--- config.mk ---
export PLATFORM = sky130hd
export DESIGN_NAME = burst_addr_seq
export DESIGN_NICKNAME = d
export VERILOG_FILES = /design/src/rtl/burst_seq_pkg.sv /design/src/rtl/burst_start_reg.sv /design/src/rtl/burst_beat_ctr.sv /design/src/rtl/burst_order_map.sv /design/src/rtl/burst_addr_seq.sv
export SDC_FILE = /design/constraint.sdc
export NUM_CORES = 1
export LEC_CHECK = 0
export ABC_AREA = 1
export ABC_CLOCK_PERIOD_IN_PS = 1170
export BUFFER_PORTS_ARGS = -buffer_cell sky130_fd_sc_hd__buf_4
export CAP_MARGIN = 30
export CORE_UTILIZATION = 35
export DETAILED_ROUTE_END_ITERATION = 12
export HOLD_SLACK_MARGIN = 0.05
export PLACE_DENSITY = 0.66
export REMOVE_ABC_BUFFERS = 1
export SLEW_MARGIN = 20
export SYNTH_ARGS = -nofsm -noshare
export SYNTH_HDL_FRONTEND = slang
export SYNTH_SLANG_ARGS = --single-unit
--- constraint.sdc ---
create_clock -name clk -period 1.17 [get_ports clk]
set_clock_uncertainty 0.15 [all_clocks]
set_input_delay 0.0585 -clock clk [delete_from_list [all_inputs] [get_ports clk]]
set_output_delay 0.0585 -clock clk [all_outputs]
set_load 0.005 [all_outputs]
--- src/rtl/burst_seq_pkg.sv ---
package burst_seq_pkg;
  localparam int BEATS  = 4;
  localparam int BEAT_W = $clog2(BEATS);

  typedef logic [BEAT_W-1:0] beat_t;

  typedef enum logic {
    ORD_LINEAR = 1'b0,
    ORD_XOR    = 1'b1
  } order_e;
endpackage

--- src/rtl/burst_start_reg.sv ---
module burst_start_reg
  import burst_seq_pkg::*;
#(
  parameter int ADDR_W = 32
) (
  input  logic              clk,
  input  logic              rst,
  input  logic              load_i,
  input  logic              mode_i,
  input  logic [ADDR_W-1:0] start_addr_i,
  output logic [ADDR_W-1:0] start_q,
  output order_e            order_q
);

  always_ff @(posedge clk) begin
    if (rst) begin
      start_q <= '0;
      order_q <= ORD_LINEAR;
    end else if (load_i) begin
      start_q <= start_addr_i;
      order_q <= order_e'(mode_i);
    end
  end

  AST_START_CAPTURE: assert property (@(posedge clk) disable iff (rst)
    load_i |=> start_q == $past(start_addr_i));

  AST_START_HOLD: assert property (@(posedge clk) disable iff (rst)
    !load_i |=> $stable(start_q));

  AST_ORDER_HOLD: assert property (@(posedge clk) disable iff (rst)
    !load_i |=> $stable(order_q));

endmodule

--- src/rtl/burst_beat_ctr.sv ---
module burst_beat_ctr
  import burst_seq_pkg::*;
(
  input  logic  clk,
  input  logic  rst,
  input  logic  load_i,
  input  logic  adv_i,
  output beat_t beat_q,
  output logic  last_o
);

  localparam beat_t LAST_BEAT = beat_t'(BEATS - 1);

  always_ff @(posedge clk) begin
    if (rst) begin
      beat_q <= '0;
    end else if (load_i) begin
      beat_q <= '0;
    end else if (adv_i) begin
      beat_q <= beat_q + beat_t'(1);
    end
  end

  assign last_o = (beat_q == LAST_BEAT);

  AST_LOAD_RESTART: assert property (@(posedge clk) disable iff (rst)
    load_i |=> beat_q == '0);

  AST_BEAT_STEP: assert property (@(posedge clk) disable iff (rst)
    (!load_i && adv_i) |=> beat_q == beat_t'($past(beat_q) + beat_t'(1)));

  AST_BEAT_HOLD: assert property (@(posedge clk) disable iff (rst)
    (!load_i && !adv_i) |=> $stable(beat_q));

  AST_LAST_WRAP: assert property (@(posedge clk) disable iff (rst)
    (last_o && adv_i && !load_i) |=> (beat_q == '0 && !last_o));

endmodule

--- src/rtl/burst_order_map.sv ---
module burst_order_map
  import burst_seq_pkg::*;
(
  input  beat_t  base_i,
  input  beat_t  beat_i,
  input  order_e order_i,
  output beat_t  low_o
);

  beat_t lin_sum;
  beat_t xor_sum;
  logic [BEAT_W:0] carry;

  assign carry[0] = 1'b0;

  for (genvar g = 0; g < BEAT_W; g++) begin : g_bit
    assign lin_sum[g]  = base_i[g] ^ beat_i[g] ^ carry[g];
    assign carry[g+1]  = (base_i[g] & beat_i[g]) | (carry[g] & (base_i[g] ^ beat_i[g]));
    assign xor_sum[g]  = base_i[g] ^ beat_i[g];
  end

  always_comb begin
    unique case (order_i)
      ORD_XOR:    low_o = xor_sum;
      default:    low_o = lin_sum;
    endcase
  end

  always_comb begin
    if (beat_i == '0) begin
      AST_FIRST_BEAT_BASE: assert (low_o == base_i);
    end
  end

endmodule

--- src/rtl/burst_addr_seq.sv ---
module burst_addr_seq
  import burst_seq_pkg::*;
#(
  parameter int ADDR_W = 32
) (
  input  logic              clk,
  input  logic              rst,
  input  logic              load_i,
  input  logic              adv_i,
  input  logic              mode_i,
  input  logic [ADDR_W-1:0] start_addr_i,
  output logic [ADDR_W-1:0] burst_addr_o,
  output logic [1:0]        beat_o,
  output logic              last_o
);

  localparam int HI_W = ADDR_W - BEAT_W;

  logic [ADDR_W-1:0] start_q;
  order_e            order_q;
  beat_t             beat_q;
  beat_t             low_addr;

  burst_start_reg #(.ADDR_W(ADDR_W)) i_start (
    .clk          (clk),
    .rst          (rst),
    .load_i       (load_i),
    .mode_i       (mode_i),
    .start_addr_i (start_addr_i),
    .start_q      (start_q),
    .order_q      (order_q)
  );

  burst_beat_ctr i_ctr (
    .clk    (clk),
    .rst    (rst),
    .load_i (load_i),
    .adv_i  (adv_i),
    .beat_q (beat_q),
    .last_o (last_o)
  );

  burst_order_map i_map (
    .base_i  (start_q[BEAT_W-1:0]),
    .beat_i  (beat_q),
    .order_i (order_q),
    .low_o   (low_addr)
  );

  assign burst_addr_o = {start_q[ADDR_W-1:BEAT_W], low_addr};
  assign beat_o       = beat_q;

  AST_UPPER_STEADY: assert property (@(posedge clk) disable iff (rst)
    !load_i |=> $stable(burst_addr_o[ADDR_W-1:BEAT_W]));

  AST_ADDR_HOLD: assert property (@(posedge clk) disable iff (rst)
    (!load_i && !adv_i) |=> $stable(burst_addr_o));

  AST_HI_WIDTH: assert property (@(posedge clk) HI_W > 0);

endmodule

After elaboration in Yosys (flattened, before gate mapping)
Index checks and enable logic that the tools add are counted.

storage, ports and cells
  flip-flop bits (word level) = 35
  input bits = 37
  output and inout port bits = 35
  logic and storage cells = 11

operators by class
  add/subtract/negate cells = 1
  equality and inequality tests = 1
  muxes and demuxes = 1
  bitwise logic cells = 4
  reduce and logical (&&, ||, !) cells = 1

operator list
  kind                                                           number
  1-bit bitwise XOR                                              3
  2-bit by 1-bit adder with 2-bit output, second input constant  1
  2-bit == test, second input constant                           1
  2-bit two-way mux                                              1
  2-bit OR reduction                                             1
  1-bit AND                                                      1

Longest topological paths before layout
  word-level depth = 3
  depth in mapped cells = 6
  depth with buffers taken out = 6

Cells and area by module
A second synthesis with hierarchy kept.

second synthesis, totals
  cell total of the unflattened synthesis = 237
  area, all modules = 1512.7 um^2

by module, submodules not included
  module           times used  cells each  area an instance (um^2)  sequential area each (um^2)
  burst_start_reg  1           209         1350.0                   660.6
  burst_beat_ctr   1           13          95.1                     40.0
  burst_order_map  1           15          67.6                     0.0

Least setup slack after synthesis
Ideal clock, no wire load.

  kind = reg2reg
  start = register i_ctr.beat_q[0]
  end = register i_ctr.beat_q[1]
  setup time = 114 ps
  data arrival time = 774 ps
  data required time = 906 ps
  slack = 133 ps
  stages on the path, launching flop included = 4
  buffers on the path = 0
  period minus slack after synthesis = 1037 ps
  path through = dfxtp_1 ha_1 a21oi_1 nor2_1

between the ends
  cells in the longest elaborated chain, start to end = 1

ends and longest elaborated chain
  element                                 RTL line              RTL
  start, declared                         burst_beat_ctr.sv:8   output beat_t beat_q,
  start signal, assigned                  burst_beat_ctr.sv:20  beat_q <= beat_q + beat_t'(1);
  2-bit by 1-bit adder with 2-bit output  burst_beat_ctr.sv:20

No other way between the ends.
A chain may end at the register's enable or synchronous reset.

Final worst setup path
  start = register i_ctr.beat_q[0]
  end = output burst_addr_o[1]

between the ends
  cells in the longest elaborated chain, start to end = 3

ends and longest elaborated chain
  element            RTL line               RTL
  1-bit AND          burst_order_map.sv:18  assign carry[g+1] = (base_i[g] & beat_i[g]) | (carry[g] & (base_i[g] ^ beat_i[g]));
  1-bit bitwise XOR  burst_order_map.sv:17  assign lin_sum[g] = base_i[g] ^ beat_i[g] ^ carry[g];
  2-bit two-way mux  burst_order_map.sv:23  unique case (order_i)
  end, declared      burst_addr_seq.sv:12   output logic [ADDR_W-1:0] burst_addr_o,

No other way between the ends.

==> flow_metrics.tcl <==
set metrics [dict create \
    startpoint_type "register" \
    use_met2 0.3723 \
    pre_cts_ws_ns -0.02579 \
    place_congestion 0.7317 \
    wl_per_cell_microns 11.31 \
    initial_core_util 0.3751 \
    max_freq_ghz 0.7467 \
    path_clk_slew_ns 0.07 \
    die_h_microns 62.74 \
    tns_ns -0.3048 \
    gr-total-overflow 0 \
    synth_top_family_by_area "simple AND/OR/NAND/NOR gates" \
    holdWs_ns 0.04172 \
    dieArea_sq_um 3936 \
    syn2layout_area_growth_pct 81.10 \
    first_pass_iters 4 \
    vias 1401 \
    hold_path_depth 5 \
    dpl_cell_area_sq_um 1866 \
    first_global_vias 1398 \
    cts_root_buf "clkbuf_8" \
    diodes 0 \
    grt_usage 0.1957 \
    grt_busiest_layer "met2" \
    drtAntennaViolNets 0 \
    cts.sink_count 35 \
    grt_first_pass_wirelength_mm 6.065 \
    antenna_found_initial 0 \
    ios 72 \
    io_buffer_count 71 \
    hpwl_mm 2.106 \
    cts-buffers-inserted 5 \
    synth_simple_gate_area_frac 0.2200 \
    cts_max_level 2 \
    nets 314 \
    outcome "finished, violations left" \
    violations "negative setup slack" \
    tightestPinTransition_ns 0.2857 \
    synth_compound_area_frac 0.1395 \
    grt_util_met3 0.05109 \
    fin_area_sq_um 2338 \
    crit_fanout 2 \
    drv_cap 0 \
    slew_viol_final 0 \
    row_count 21 \
    yosys.area_share.adder 0.01938 \
    cts_tree "yes" \
    max-clock-path-buffers 2 \
    synth.avg_cell_area_sq_um 7.826 \
    setup_viol 3 \
    timing.final.crit_share 1.145 \
    synth_xor_area_frac 0.006783 \
    layout_min_cycle_time_ns 1.339 \
    p_leak_nw 1.119 \
    insertion_delay_ns 0.27 \
    cp.required_ns 0.96 \
    cp-end-kind "output port" \
    hold_class "input pin to register" \
    fin_util 0.6794 \
    die_w_microns 62.74 \
    vias_per_cell 4.351 \
    synthMuxAreaShare 0 \
    power_mw 2.638 \
    core_sq_um 3442 \
    first_iter_violations 44 \
    critical_path_class "register to output port" \
    ys_types 14 \
    grt_max_degree 32 \
    ir_drop_mv 0.8990 \
    grt_use_met1 0.2099 \
    r2r_cells 4 \
    timing.final.ws_setup_ns -0.1692 \
    ys_ff_latch 35 \
    syn_area_sq_um 1291 \
    rsz0062_at_grt "true" \
    fin_cells 322 \
    final_hold_viol_count 0 \
    crit_arrival_ns 1.13 \
    synth_cells 165 \
    yosys_warnings 0 \
    slew-limit-headroom 0.8095 \
    synth_seq_area_share 0.5426 \
    drt-total-wl_mm 3.642 \
    power_density_nw_per_um2 1128 \
    post-route-drc-count 0 \
    layout-drive-gt1-share 0.3261 \
    fillerInstances 296 \
    place_inst 278 \
]
-- placed cells by master (no fill, tap or decap) --
cell,count
a21oi_1,2
a21oi_2,1
buf_12,1
buf_4,73
buf_6,3
clkbuf_1,2
clkbuf_8,5
clkinv_2,2
dfxtp_1,33
dfxtp_2,2
dlygate4sd3_1,35
ha_1,1
ha_4,1
inv_1,5
inv_2,1
nand2_1,7
nand3_1,2
nor2_1,65
nor2_2,1
o21ai_0,27
o21ai_1,6
xnor2_1,1
-- synth_stat cells, drive strengths merged --
cell	instances	share of area
xnor2	1	0.0068
nand3	2	0.0078
a21oi	3	0.012
nand2	7	0.020
ha	2	0.019
nor2	66	0.19
buf	9	0.051
inv	7	0.020
dfxtp	35	0.54
o21ai	33	0.13
-- logic make-up after synthesis --
logic type                 count (synthesis)
adders and majority gates                  2
DFF                                       35
and+or+nand+nor                           75
buffers and inverters                     16
AOI/OAI and AO/OA                         36
xor gates and xnor gates                   1
-- registers in the layout, indices dropped and copies added, names as in the netlist --
| name | cells |
|---|---|
| i_start.start_q | 32 |
| i_ctr.beat_q | 2 |
| i_start.order_q | 1 |
-- metal layers --
metal | routed length [microns] | up-vias | share of wire
li1 | - | 739 | -
met1 | 1606 | 617 | 0.44
met2 | 1891 | 43 | 0.52
met3 | 136 | 2 | 0.037
met4 | 8 | 0 | 0.0022
met5 | 0 | - | 0
-- worst max-delay path: stages (launching register included) --
cell	delay (ns)
dfxtp_2	0.35
ha_4	0.14
inv_2	0.03
nor2_2	0.07
nand3_1	0.07
nand2_1	0.06
inv_1	0.04
buf_6	0.10
-- cell type report --
type / instances / area (sq um) / share of cell area
Sequential cell: 35 / 703.2 / 0.3007
Clock buffer: 7 / 76.32 / 0.03264
Tap cell: 46 / 57.56 / 0.02461
Timing Repair Buffer: 112 / 952.2 / 0.4072
Inverter: 7 / 27.53 / 0.01177
Clock inverter: 1 / 5.005 / 0.002140
Multi-Input combinational cell: 114 / 516.7 / 0.2210
-- path summary, 6_finish.rpt --
check | start | endpoint | slack, ns
worst max-delay path | i_ctr.beat_q[0] | burst_addr_o[1] | -0.17
worst min-delay path | rst | i_start.start_q[25] | 0.04
worst max register to register | i_ctr.beat_q[0] | i_ctr.beat_q[1] | -0.03
worst min register to register | i_start.order_q | i_start.order_q | 0.34
-- what timing repair did --
action,CTS,global route
gates resized for setup,8,3
setup buffers,1,0
cloned,0,0
setup endpoints to repair,3,5
pin swaps,4,4
hold endpoints to repair,35,0
hold buffers,35,0
-- report_power, final --
part           leakage (nW)  internal, mW  switching [mW]
Sequential            0.291          1.27          0.0436
Combinational         0.786         0.323           0.194
Clock                0.0422         0.417           0.387
Total                  1.12          2.01           0.624
Power figures use the tool's default switching activity.
